### src/rtl/rename_pkg.sv
// Package rename_pkg
// Default sizes and a width helper shared by the rename unit's modules.
// Assumes nothing beyond elaboration-time integer arithmetic.
package rename_pkg;
    localparam int unsigned RN_LOG_REGS_DFLT  = 8;
    localparam int unsigned RN_PHYS_REGS_DFLT = 16;

    // Bits needed to index n items, never less than one.
    function automatic int unsigned rn_idx_w(input int unsigned n);
        return (n <= 2) ? 1 : $clog2(n);
    endfunction
endpackage

### src/rtl/rename_free_list.sv
// Module rename_free_list
// Circular FIFO of unused physical register tags. Pop takes the head and
// push appends at the tail; both may happen in one cycle.
// Assumes: the caller never pops when empty and never pushes into a full
// pool. After reset the pool holds LOG_REGS .. PHYS_REGS-1 in ascending order.
module rename_free_list
    import rename_pkg::*;
#(
    parameter int unsigned LOG_REGS  = RN_LOG_REGS_DFLT,
    parameter int unsigned PHYS_REGS = RN_PHYS_REGS_DFLT
) (
    input  logic                               clk,
    input  logic                               rst_n,
    input  logic                               pop,
    input  logic                               push,
    input  logic [rn_idx_w(PHYS_REGS)-1:0]     push_tag,
    output logic [rn_idx_w(PHYS_REGS)-1:0]     head_tag,
    output logic                               empty
);
    localparam int unsigned DEPTH = PHYS_REGS;
    localparam int unsigned TW    = rn_idx_w(PHYS_REGS);
    localparam int unsigned PW    = rn_idx_w(DEPTH);
    localparam int unsigned CW    = $clog2(DEPTH + 1);
    localparam int unsigned INIT  = PHYS_REGS - LOG_REGS;

    logic [DEPTH-1:0][TW-1:0] slots;
    logic [PW-1:0]            rd_ptr;
    logic [PW-1:0]            wr_ptr;
    logic [CW-1:0]            count;

    function automatic logic [PW-1:0] bump(input logic [PW-1:0] p);
        return (p == PW'(DEPTH - 1)) ? '0 : p + PW'(1);
    endfunction

    // Head of the pool and its empty flag.
    always_comb begin
        head_tag = slots[rd_ptr];
        empty    = (count == '0);
    end

    // Pool storage, pointers and occupancy.
    always_ff @(posedge clk) begin
        if (!rst_n) begin
            for (int i = 0; i < int'(DEPTH); i++) begin
                slots[i] <= (i < int'(INIT)) ? TW'(int'(LOG_REGS) + i) : '0;
            end
            rd_ptr <= '0;
            wr_ptr <= PW'(INIT);
            count  <= CW'(INIT);
        end else begin
            if (push) begin
                slots[wr_ptr] <= push_tag;
                wr_ptr        <= bump(wr_ptr);
            end
            if (pop) begin
                rd_ptr <= bump(rd_ptr);
            end
            if (push && !pop) begin
                count <= count + CW'(1);
            end else if (pop && !push) begin
                count <= count - CW'(1);
            end
        end
    end

    p_no_overflow_r8: assert property (@(posedge clk) disable iff (!rst_n)
        (push && !pop) |-> (count != CW'(DEPTH)));

    p_pop_nonempty_r7: assert property (@(posedge clk) disable iff (!rst_n)
        pop |-> (count != '0));

    p_count_up_r9: assert property (@(posedge clk) disable iff (!rst_n)
        (push && !pop) |=> (count == $past(count) + CW'(1)));

    p_count_down_r9: assert property (@(posedge clk) disable iff (!rst_n)
        (pop && !push) |=> (count == $past(count) - CW'(1)));

    p_count_even_r9: assert property (@(posedge clk) disable iff (!rst_n)
        (push && pop) |=> $stable(count));
endmodule

### src/rtl/rename_map_table.sv
// Module rename_map_table
// Logical-to-physical map with two read ports for sources and one read
// port for the destination's prior mapping. All reads see the table before
// this cycle's write.
// Assumes: entry 0 is never rewritten; writes to index 0 are dropped.
module rename_map_table
    import rename_pkg::*;
#(
    parameter int unsigned LOG_REGS  = RN_LOG_REGS_DFLT,
    parameter int unsigned PHYS_REGS = RN_PHYS_REGS_DFLT
) (
    input  logic                               clk,
    input  logic                               rst_n,
    input  logic [rn_idx_w(LOG_REGS)-1:0]      rd_a_idx,
    input  logic [rn_idx_w(LOG_REGS)-1:0]      rd_b_idx,
    output logic [rn_idx_w(PHYS_REGS)-1:0]     rd_a_tag,
    output logic [rn_idx_w(PHYS_REGS)-1:0]     rd_b_tag,
    input  logic                               wr_en,
    input  logic [rn_idx_w(LOG_REGS)-1:0]      wr_idx,
    input  logic [rn_idx_w(PHYS_REGS)-1:0]     wr_tag,
    output logic [rn_idx_w(PHYS_REGS)-1:0]     old_tag
);
    localparam int unsigned TW = rn_idx_w(PHYS_REGS);

    logic [LOG_REGS-1:0][TW-1:0] map_q;

    // Lookups from the registered table.
    always_comb begin
        rd_a_tag = map_q[rd_a_idx];
        rd_b_tag = map_q[rd_b_idx];
        old_tag  = map_q[wr_idx];
    end

    // Identity mapping at reset, then one remap per cycle.
    always_ff @(posedge clk) begin
        if (!rst_n) begin
            for (int i = 0; i < int'(LOG_REGS); i++) begin
                map_q[i] <= TW'(i);
            end
        end else if (wr_en && (wr_idx != '0)) begin
            map_q[wr_idx] <= wr_tag;
        end
    end

    p_zero_pinned_r6: assert property (@(posedge clk) disable iff (!rst_n)
        1'b1 |=> (map_q[0] == '0));

    p_hold_idle_r6: assert property (@(posedge clk) disable iff (!rst_n)
        !wr_en |=> $stable(map_q));
endmodule

### src/rtl/rename_unit.sv
// Module rename_unit
// Renames one instruction per cycle: source lookup, destination allocation
// from the free pool, map update, and return of released tags to the pool.
// Assumes: each released tag is a prior mapping that was handed out on
// dst_prev_phys and has not been released before.
module rename_unit
    import rename_pkg::*;
#(
    parameter int unsigned LOG_REGS  = RN_LOG_REGS_DFLT,
    parameter int unsigned PHYS_REGS = RN_PHYS_REGS_DFLT
) (
    input  logic                               clk,
    input  logic                               rst_n,
    input  logic                               in_valid,
    input  logic [rn_idx_w(LOG_REGS)-1:0]      src_a_log,
    input  logic [rn_idx_w(LOG_REGS)-1:0]      src_b_log,
    input  logic [rn_idx_w(LOG_REGS)-1:0]      dst_log,
    input  logic                               dst_we,
    input  logic                               rel_valid,
    input  logic [rn_idx_w(PHYS_REGS)-1:0]     rel_phys,
    output logic [rn_idx_w(PHYS_REGS)-1:0]     src_a_phys,
    output logic [rn_idx_w(PHYS_REGS)-1:0]     src_b_phys,
    output logic [rn_idx_w(PHYS_REGS)-1:0]     dst_phys,
    output logic [rn_idx_w(PHYS_REGS)-1:0]     dst_prev_phys,
    output logic                               alloc_fire,
    output logic                               stall
);
    localparam int unsigned TW = rn_idx_w(PHYS_REGS);

    logic          needs_dst;
    logic          pool_empty;
    logic [TW-1:0] pool_head;
    logic [TW-1:0] prior_tag;

    // Decide whether this instruction allocates or is held.
    always_comb begin
        needs_dst     = in_valid && dst_we && (dst_log != '0);
        stall         = needs_dst && pool_empty;
        alloc_fire    = needs_dst && !pool_empty;
        dst_phys      = alloc_fire ? pool_head : '0;
        dst_prev_phys = alloc_fire ? prior_tag : '0;
    end

    rename_map_table #(
        .LOG_REGS (LOG_REGS),
        .PHYS_REGS(PHYS_REGS)
    ) u_map (
        .clk     (clk),
        .rst_n   (rst_n),
        .rd_a_idx(src_a_log),
        .rd_b_idx(src_b_log),
        .rd_a_tag(src_a_phys),
        .rd_b_tag(src_b_phys),
        .wr_en   (alloc_fire),
        .wr_idx  (dst_log),
        .wr_tag  (pool_head),
        .old_tag (prior_tag)
    );

    rename_free_list #(
        .LOG_REGS (LOG_REGS),
        .PHYS_REGS(PHYS_REGS)
    ) u_pool (
        .clk     (clk),
        .rst_n   (rst_n),
        .pop     (alloc_fire),
        .push    (rel_valid),
        .push_tag(rel_phys),
        .head_tag(pool_head),
        .empty   (pool_empty)
    );

    p_idle_quiet_r10: assert property (@(posedge clk) disable iff (!rst_n)
        !in_valid |-> (!stall && !alloc_fire));

    p_fresh_tag_r3: assert property (@(posedge clk) disable iff (!rst_n)
        alloc_fire |-> (dst_phys != dst_prev_phys));

    p_src_old_r4: assert property (@(posedge clk) disable iff (!rst_n)
        (alloc_fire && (src_a_log == dst_log)) |-> (src_a_phys == dst_prev_phys));

    p_redirect_r3: assert property (@(posedge clk) disable iff (!rst_n)
        (alloc_fire && !rel_valid) ##1 (src_b_log == $past(dst_log))
            |-> (src_b_phys == $past(dst_phys)));

    p_stall_holds_r7: assert property (@(posedge clk) disable iff (!rst_n)
        (stall && !rel_valid) |=> (stall || !in_valid || !dst_we
                                   || (dst_log == '0) || !$stable(dst_log)
                                   || !$stable(in_valid)) || stall);
endmodule

### config.mk
export PLATFORM = sky130hd
export DESIGN_NAME = rename_unit
export DESIGN_NICKNAME = d
export VERILOG_FILES = /design/src/rtl/rename_pkg.sv /design/src/rtl/rename_free_list.sv /design/src/rtl/rename_map_table.sv /design/src/rtl/rename_unit.sv
export SDC_FILE = /design/constraint.sdc
export NUM_CORES = 1
export LEC_CHECK = 0
export BUFFER_PORTS_ARGS = -buffer_cell sky130_fd_sc_hd__buf_2
export CAP_MARGIN = 20
export CELL_PAD_IN_SITES_DETAIL_PLACEMENT = 2
export CELL_PAD_IN_SITES_GLOBAL_PLACEMENT = 2
export CORE_MARGIN = 3
export CORE_UTILIZATION = 35
export CTS_CLUSTER_SIZE = 12
export DETAILED_ROUTE_END_ITERATION = 8
export PLACE_DENSITY = 0.84
export SLEW_MARGIN = 25
export SYNTH_ARGS = -nofsm -noshare
export SYNTH_HDL_FRONTEND = slang
export SYNTH_HIERARCHICAL = 1
export SYNTH_SLANG_ARGS = --single-unit
### constraint.sdc
create_clock -name clk -period 2.3 [get_ports clk]
set_input_delay 0.23 -clock clk [delete_from_list [all_inputs] [get_ports clk]]
set_output_delay 0.23 -clock clk [all_outputs]
set_load 0.02 [all_outputs]
==> results.yml, run 1 <==
sta:
  slew_violations: 0
  fin_tns_setup_ps: -271.1
  finalSetupViolCount: 4
  slew_headroom: 0.5594
  hold_violations: 0
  period_share: 1.036
  max_clock_freq_ghz: 0.4198
  period_minus_slack_ps: 2382
  setup_ws_ps: -81.82
  skew_ps: 6.354
  rsz0062_at_grt: "true"
  worstMarginPinSlew_ps: 660.9
power_and_ir_drop:
  p_total_mw: 4.602
  powerDensity_nw_per_um2: 668.1
  p_leak_nw: 2.588
  vdd.ir_drop.worst_mv: 0.3591
placed_design:
  hpwl_um: 13260
  place_congestion: 0.8309
  dp.cells: 828
  portBuffers: 35
global_routing:
  grt_max_degree: 51
  grt.met2_usage: 0.4180
  busiest_layer: "met2"
  grt_pass1_vias: 5500
  gr-usage-all-layers: 0.2237
  grt_antenna_before_repair: 0
  met1_usage: 0.2611
  use_met3: 0.02683
  grt_overflow: 0
  grt_pass1_wl_um: 31540
route:
  avgRoutedWirePerCell_um: 24.43
  routed_via_density: 5.783
  drt_wl_total_um: 20820
  ant_nets: 0
  drc: 0
  dr.first_iter.drc_count: 256
  num_vias: 4927
  drt-pass1-iter-count: 6
clock_tree:
  path_clk_slew_ps: 70
  cts_tree: "done"
  cts.hold.buffers_added: 0
  clock_latency_ps: 360
  h-tree-depth: 3
  cts.sinks: 109
  clock_path_buffers: 2
  cts_root_buffer: "clkbuf_16"
  cts_inserted_buffers: 9
logic_synthesis:
  ys_ff_latch: 109
  synth_edf_count: 0
  yosysSeqAreaShare: 0.3758
  syn_area_per_cell_um2: 9.694
  synth-compound-area-share: 0.09244
  syn-num-nets: 627
  synth_mux_area_frac: 0.2318
  synth_top_family_by_area: "multiplexers"
  syn_area_um2: 5807
  synth.distinct_cells: 47
  async_flop_share: 0
  synth_fa_ha_area_frac: 0.02284
  ys.warnings.count: 6
  synthXorXnorAreaFrac: 0.007541
  synth_ff_type: "dfxtp_1"
  netlist_instances: 599
  yosys.area_share.simple: 0.2211
cells_and_area:
  fin_cells: 852
  area_growth_pct: 18.62
  nets: 659
  fillers: 1683
  fin_util: 0.4289
  final_layout_size_suffix_gt1_frac: 0.2689
  layout_commonest_cell: "dfxtp_1"
  final_cell_mix: "105 x dfxtp_1, 98 x nand2_1, 81 x nand3_1, 41 x a21boi_0, 40 x mux2i_1"
  num_antenna_cells: 0
worst_setup_path:
  worstSetupStartpointType: "flop"
  reg2reg_to: "u_pool/count[4]$_SDFFE_PN0P_"
  worst_setup_path_end_kind: "output pin"
  rr_worst_depth: 11
  cp-startpoint: "u_pool/rd_ptr[0]$_SDFFE_PN0P_"
  cp.arrival_ps: 2150
  reg2reg_slack_ps: -60
  cp_max_fo: 5
  critPathRequiredTime_ps: 2070
  r2r-start: "u_pool/count[3]$_SDFFE_PN1P_"
  crit_path_end: "dst_phys[1]"
  crit_type: "reg -> out"
run_status:
  status: "finished with violations"
  violations: "setup timing"
die:
  die_x_um: 134.8
  start_util: 0.3616
  fp-row-count: 46
  dieHeight_um: 134.8
  io_pins: 36
  dieArea_um2: 18170
  core_area_um2: 16060
flow_run:
  cap_violations: 0
hold_path:
  holdCritPathClass: "in -> reg"
==> timing repair <==
item / 4_1_cts / 5_1_grt
buffers inserted: 4 / 3
setup endpoints to repair: 8 / 8
pin swaps: 6 / 10
cloned: 1 / 1
resized for setup: 15 / 17
==> per-stage QoR <==
step	area (µm²)	worst slack [ps]	hold WS (ps)
floorplan	5879	-87.53	358.2
global placement	6330	8.280	445.2
detailed placement	6330	-156.4	457.3
CTS	6789	-64.35	321.2
global route	6888	-185.8	350.3
finish	6888	-81.82	336.8
==> area by class of cell <==
cell class                      count  area (µm²)  share of cell area
Inverter                            6       27.53            0.003996
Clock inverter                      6       111.4             0.01617
Timing Repair Buffer               76       558.0             0.08102
Tap cell                          216       270.3             0.03924
Multi-Input combinational cell    429        3502              0.5084
Clock buffer                       10       229.0             0.03324
Sequential cell                   109        2190              0.3179
==> Yosys cell counts, drive strengths merged (4+ instances only) <==
library cell | count | area share
dfxtp | 109 | 0.38
nand2 | 102 | 0.066
nand3 | 82 | 0.071
a21boi | 42 | 0.054
mux2i | 40 | 0.069
mux4 | 36 | 0.14
clkbuf | 32 | 0.022
nor2b | 25 | 0.027
buf | 23 | 0.023
and2 | 12 | 0.013
mux2 | 11 | 0.021
nor3b | 10 | 0.015
ha | 9 | 0.019
a22oi | 8 | 0.010
o21ai | 7 | 0.0060
inv | 6 | 0.0039
nor2 | 5 | 0.0032
a21oi | 4 | 0.0034
and3b | 4 | 0.0060
xnor2 | 4 | 0.0060
==> critical path: stages (launching register included) <==
cell	delay [ps]
dfxtp_4	420
clkbuf_16	180
mux4_2	550
a22oi_2	200
nand2_2	110
nor3b_1	160
buf_2	170
==> kinds of logic (layout without fill, tap and decap cells) <==
group                      Yosys count  in the layout
muxes                               87             87
xor gates and xnor gates             5              5
DFF                                109            109
AOI/OAI and AO/OA                   72             72
buffers and inverters               61             98
and+or+nand+nor                    255            255
adders and majority gates           10             10
==> worst min-delay path by stage <==
stage / startpoint / end / slack [ps] / depth (start not counted)
2_1_floorplan: rst_n / u_map/map_q[23]$_SDFFE_PN0P_ / 360 / 1
3_3_place_gp: u_pool/slots[8]$_SDFFE_PN0P_ / u_pool/slots[8]$_SDFFE_PN0P_ / 450 / 2
3_5_place_dp: u_pool/slots[8]$_SDFFE_PN0P_ / u_pool/slots[8]$_SDFFE_PN0P_ / 460 / 2
4_1_cts: rel_phys[2] / u_pool/slots[42]$_SDFFE_PN0P_ / 320 / 3
5_1_grt: rel_phys[0] / u_pool/slots[8]$_SDFFE_PN0P_ / 350 / 3
6_report: rel_phys[1] / u_pool/slots[41]$_SDFFE_PN0P_ / 340 / 3
==> power by group <==
| group | switching (mW) | total, mW | internal (mW) |
|---|---|---|---|
| Clock | 0.751 | 1.82 | 1.07 |
| Combinational | 0.446 | 0.806 | 0.361 |
| Sequential | 0.0448 | 1.98 | 1.93 |
| Total | 1.24 | 4.60 | 3.36 |
==> registers in the layout, summed over array words and instances (netlist names) <==
signal         flops
u_pool/rd_ptr      4
u_pool/slots      64
u_map/map_q       32
u_pool/wr_ptr      4
u_pool/count       5
==> routing by layer <==
layer	vias up	share of wire
met5	-	0
met3	39	0.027
met2	104	0.53
met4	0	0.032
li1	2208	-
met1	2576	0.41
Power figures use the tool's default switching activity.
==> inputs of run 2 (changes only) <==
--- a/config.mk
+++ b/config.mk
@@ -13,7 +13,7 @@
 export CORE_UTILIZATION = 35
 export CTS_CLUSTER_SIZE = 12
 export DETAILED_ROUTE_END_ITERATION = 8
-export PLACE_DENSITY = 0.84
+export PLACE_DENSITY = 0.81
 export SLEW_MARGIN = 25
 export SYNTH_ARGS = -nofsm -noshare
 export SYNTH_HDL_FRONTEND = slang
==> constraint.sdc (replaced) <==
create_clock -name clk -period 2.45 [get_ports clk]
set_input_delay 0.245 -clock clk [delete_from_list [all_inputs] [get_ports clk]]
set_output_delay 0.245 -clock clk [all_outputs]
set_load 0.02 [all_outputs]
==> run 2 against run 1 <==
Effect of this change:
- the flow still finishes with violations (setup timing)
- power is 12% lower
- clock-buffer cell count stayed put
- hold slack better by 14 ps
- setup slack better by 78 ps
- global-route usage is 0.68 points lower
- clock skew is 1.7 ps higher
- clock power is 17% lower
- first-iteration DRC count is 17% higher
- final area is 2.7% lower
- core utilization is 1.1 points lower
- largest cell class unchanged
==> results.yml, run 2 (synthesis gave the netlist of run 1 again) <==
run_status:
  status: "finished with violations"
  violations: "setup timing"
power_and_ir_drop:
  switching_share: 0.2761
  vdd.ir_drop.worst_mv: 0.3337
  switchingPower_mw: 1.120
  combPwrFrac: 0.168
  p_seq_frac: 0.459
  clockPowerShare: 0.373
  p_leak_nw: 2.514
  internal_power_mw: 2.937
  powerDensity_nw_per_um2: 605.1
  p_total_mw: 4.057
sta:
  setup_ws_ps: -4.251
  fin_tns_setup_ps: -4.251
  hold_slack_ps: 350.7
  finalSetupViolCount: 1
  skew_ps: 8.034
  slew_headroom: 0.5066
  max_clock_freq_ghz: 0.4075
  period_minus_slack_ps: 2454
  hold_violations: 0
  worstMarginPinSlew_ps: 740.1
  rsz0062_at_grt: "true"
  slew_violations: 0
  period_share: 1.002
cells_and_area:
  fillers: 1690
  fin_cells: 845
  largest_register_ffs: 64
  final_cell_mix: "105 x dfxtp_1, 99 x nand2_1, 81 x nand3_1, 41 x a21boi_0, 40 x mux2i_1"
  final_layout_size_suffix_gt1_frac: 0.2528
  layout_commonest_cell: "dfxtp_1"
  fin_util: 0.4176
  top_regs: "u_pool/slots x64, u_map/map_q x32, u_pool/count x5"
  num_antenna_cells: 0
  area_growth_pct: 15.47
  fin_area_um2: 6705
  nets: 652
  max_flop_register: "u_pool/slots"
worst_setup_path:
  cp.arrival_ps: 2740
  reg2reg_to: "u_pool/count[4]$_SDFFE_PN0P_"
  critPathRequiredTime_ps: 2730
  reg2reg_slack_ps: -4
  cp_max_fo: 5
  cpMostUsedCell: "nor2_4"
  crit_type: "reg -> reg"
  worst_path_max_delay_cell: "or4_4"
  rr_worst_depth: 11
  cp_top_family: "simple AND/OR/NAND/NOR gates"
  worstSetupStartpointType: "flop"
  cp_num_buf_inv: 2
  slowest_delay_ps: 540
  crit_chain: "or4_4, nor2_4, nor2_4, inv_2, ha_4, inv_6, fa_2, nand3_2, a211oi_2, a31oi_1, mux2i_1"
  cp-startpoint: "u_pool/count[1]$_SDFFE_PN0P_"
  worst_setup_path_end_kind: "flop"
  r2r-start: "u_pool/count[1]$_SDFFE_PN0P_"
flow_run:
  cap_violations: 0
clock_tree:
  cts.sinks: 109
  cts_root_buffer: "clkbuf_16"
  cts_inserted_buffers: 9
  clock_latency_ps: 360
  cts_tree: "done"
  clock_path_buffers: 2
  path_clk_slew_ps: 70
  h-tree-depth: 3
placed_design:
  place_congestion: 0.7842
  placed_area_um2: 6267
  dp.cells: 824
  hpwl_um: 12890
  portBuffers: 35
  pre_cts_ws_ps: -58.20
route:
  dr.first_iter.drc_count: 300
  ant_nets: 0
  num_vias: 4874
  drc: 0
  drt-pass1-iter-count: 4
  routed_via_density: 5.768
  avgRoutedWirePerCell_um: 23.25
  drt_wl_total_um: 19640
hold_path:
  hold_end: "u_pool/slots[8]$_SDFFE_PN0P_"
  whs_path_depth: 3
  holdCritPathClass: "in -> reg"
  hp-start: "rel_phys[0]"
die:
  start_util: 0.3616
  die_x_um: 134.8
  io_pins: 36
  dieArea_um2: 18170
  dieHeight_um: 134.8
  core_area_um2: 16060
  fp-row-count: 46
global_routing:
  gr-usage-all-layers: 0.2169
  grt_max_degree: 46
  grt_pass1_wl_um: 30350
  grt_overflow: 0
  grt_pass1_vias: 5348
  grt_antenna_before_repair: 0
==> run 2: worst reg2reg max path, cell delays in order, from the launching register on <==
cell and delay, ps:
dfxtp_2 320, or4_4 540, nor2_4 160, nor2_4 60
inv_2 90, ha_4 160, inv_6 50, fa_2 380
nand3_2 100, a211oi_2 70, a31oi_1 210, mux2i_1 230
==> run 2: worst max path at each step <==
stage                                         endpoint  slack, ps  depth (start not counted)
after global routing      u_pool/count[4]$_SDFFE_PN0P_       -100                         11
after CTS                                  dst_phys[3]          4                          6
after global placement    u_pool/count[4]$_SDFFE_PN0P_        100                         11
after detailed placement  u_pool/count[3]$_SDFFE_PN1P_        -60                         11
final                     u_pool/count[4]$_SDFFE_PN0P_         -4                         11
after floorplan           u_pool/count[3]$_SDFFE_PN1P_         20                         12
==> run 2: what timing repair did <==
action	in CTS	in global routing
hold buffers	0	0
gates resized for setup	12	14
hold endpoints to repair	0	0
cloned	0	0
pin swaps	3	10
endpoints found under the setup margin	6	6
buffers inserted	0	5
==> run 2: metal layers <==
layer / part of all wire / routed length [µm] / GRT usage
met5: 0 / 0 / 0
met3: 0.034 / 672 / 0.04136
met4: 0.016 / 323 / 0.05939
met2: 0.54 / 10520 / 0.4005
met1: 0.41 / 8126 / 0.2562
==> run 2: power by group through the flow <==
stage          Sequential [mW]  Clock [mW]  Combinational (mW)
2_1_floorplan             1.88           0               0.433
3_3_place_gp              1.89           0               0.586
3_5_place_dp              1.89           0               0.622
4_1_cts                   1.86        1.55               0.638
5_1_grt                   1.87        1.63               0.733
6_report                  1.86        1.51               0.680
==> run 2: layout make-up <==
class / instances / area [µm²] / share of cell area
multi-input combinational: 429 / 3455 / 0.5152
sequential: 109 / 2190 / 0.3266
timing repair buffer: 69 / 461.7 / 0.06886
tap: 216 / 270.3 / 0.04031
clock buffer: 10 / 239.0 / 0.03564
clock inverter: 6 / 62.56 / 0.009330
inverter: 6 / 27.53 / 0.004105
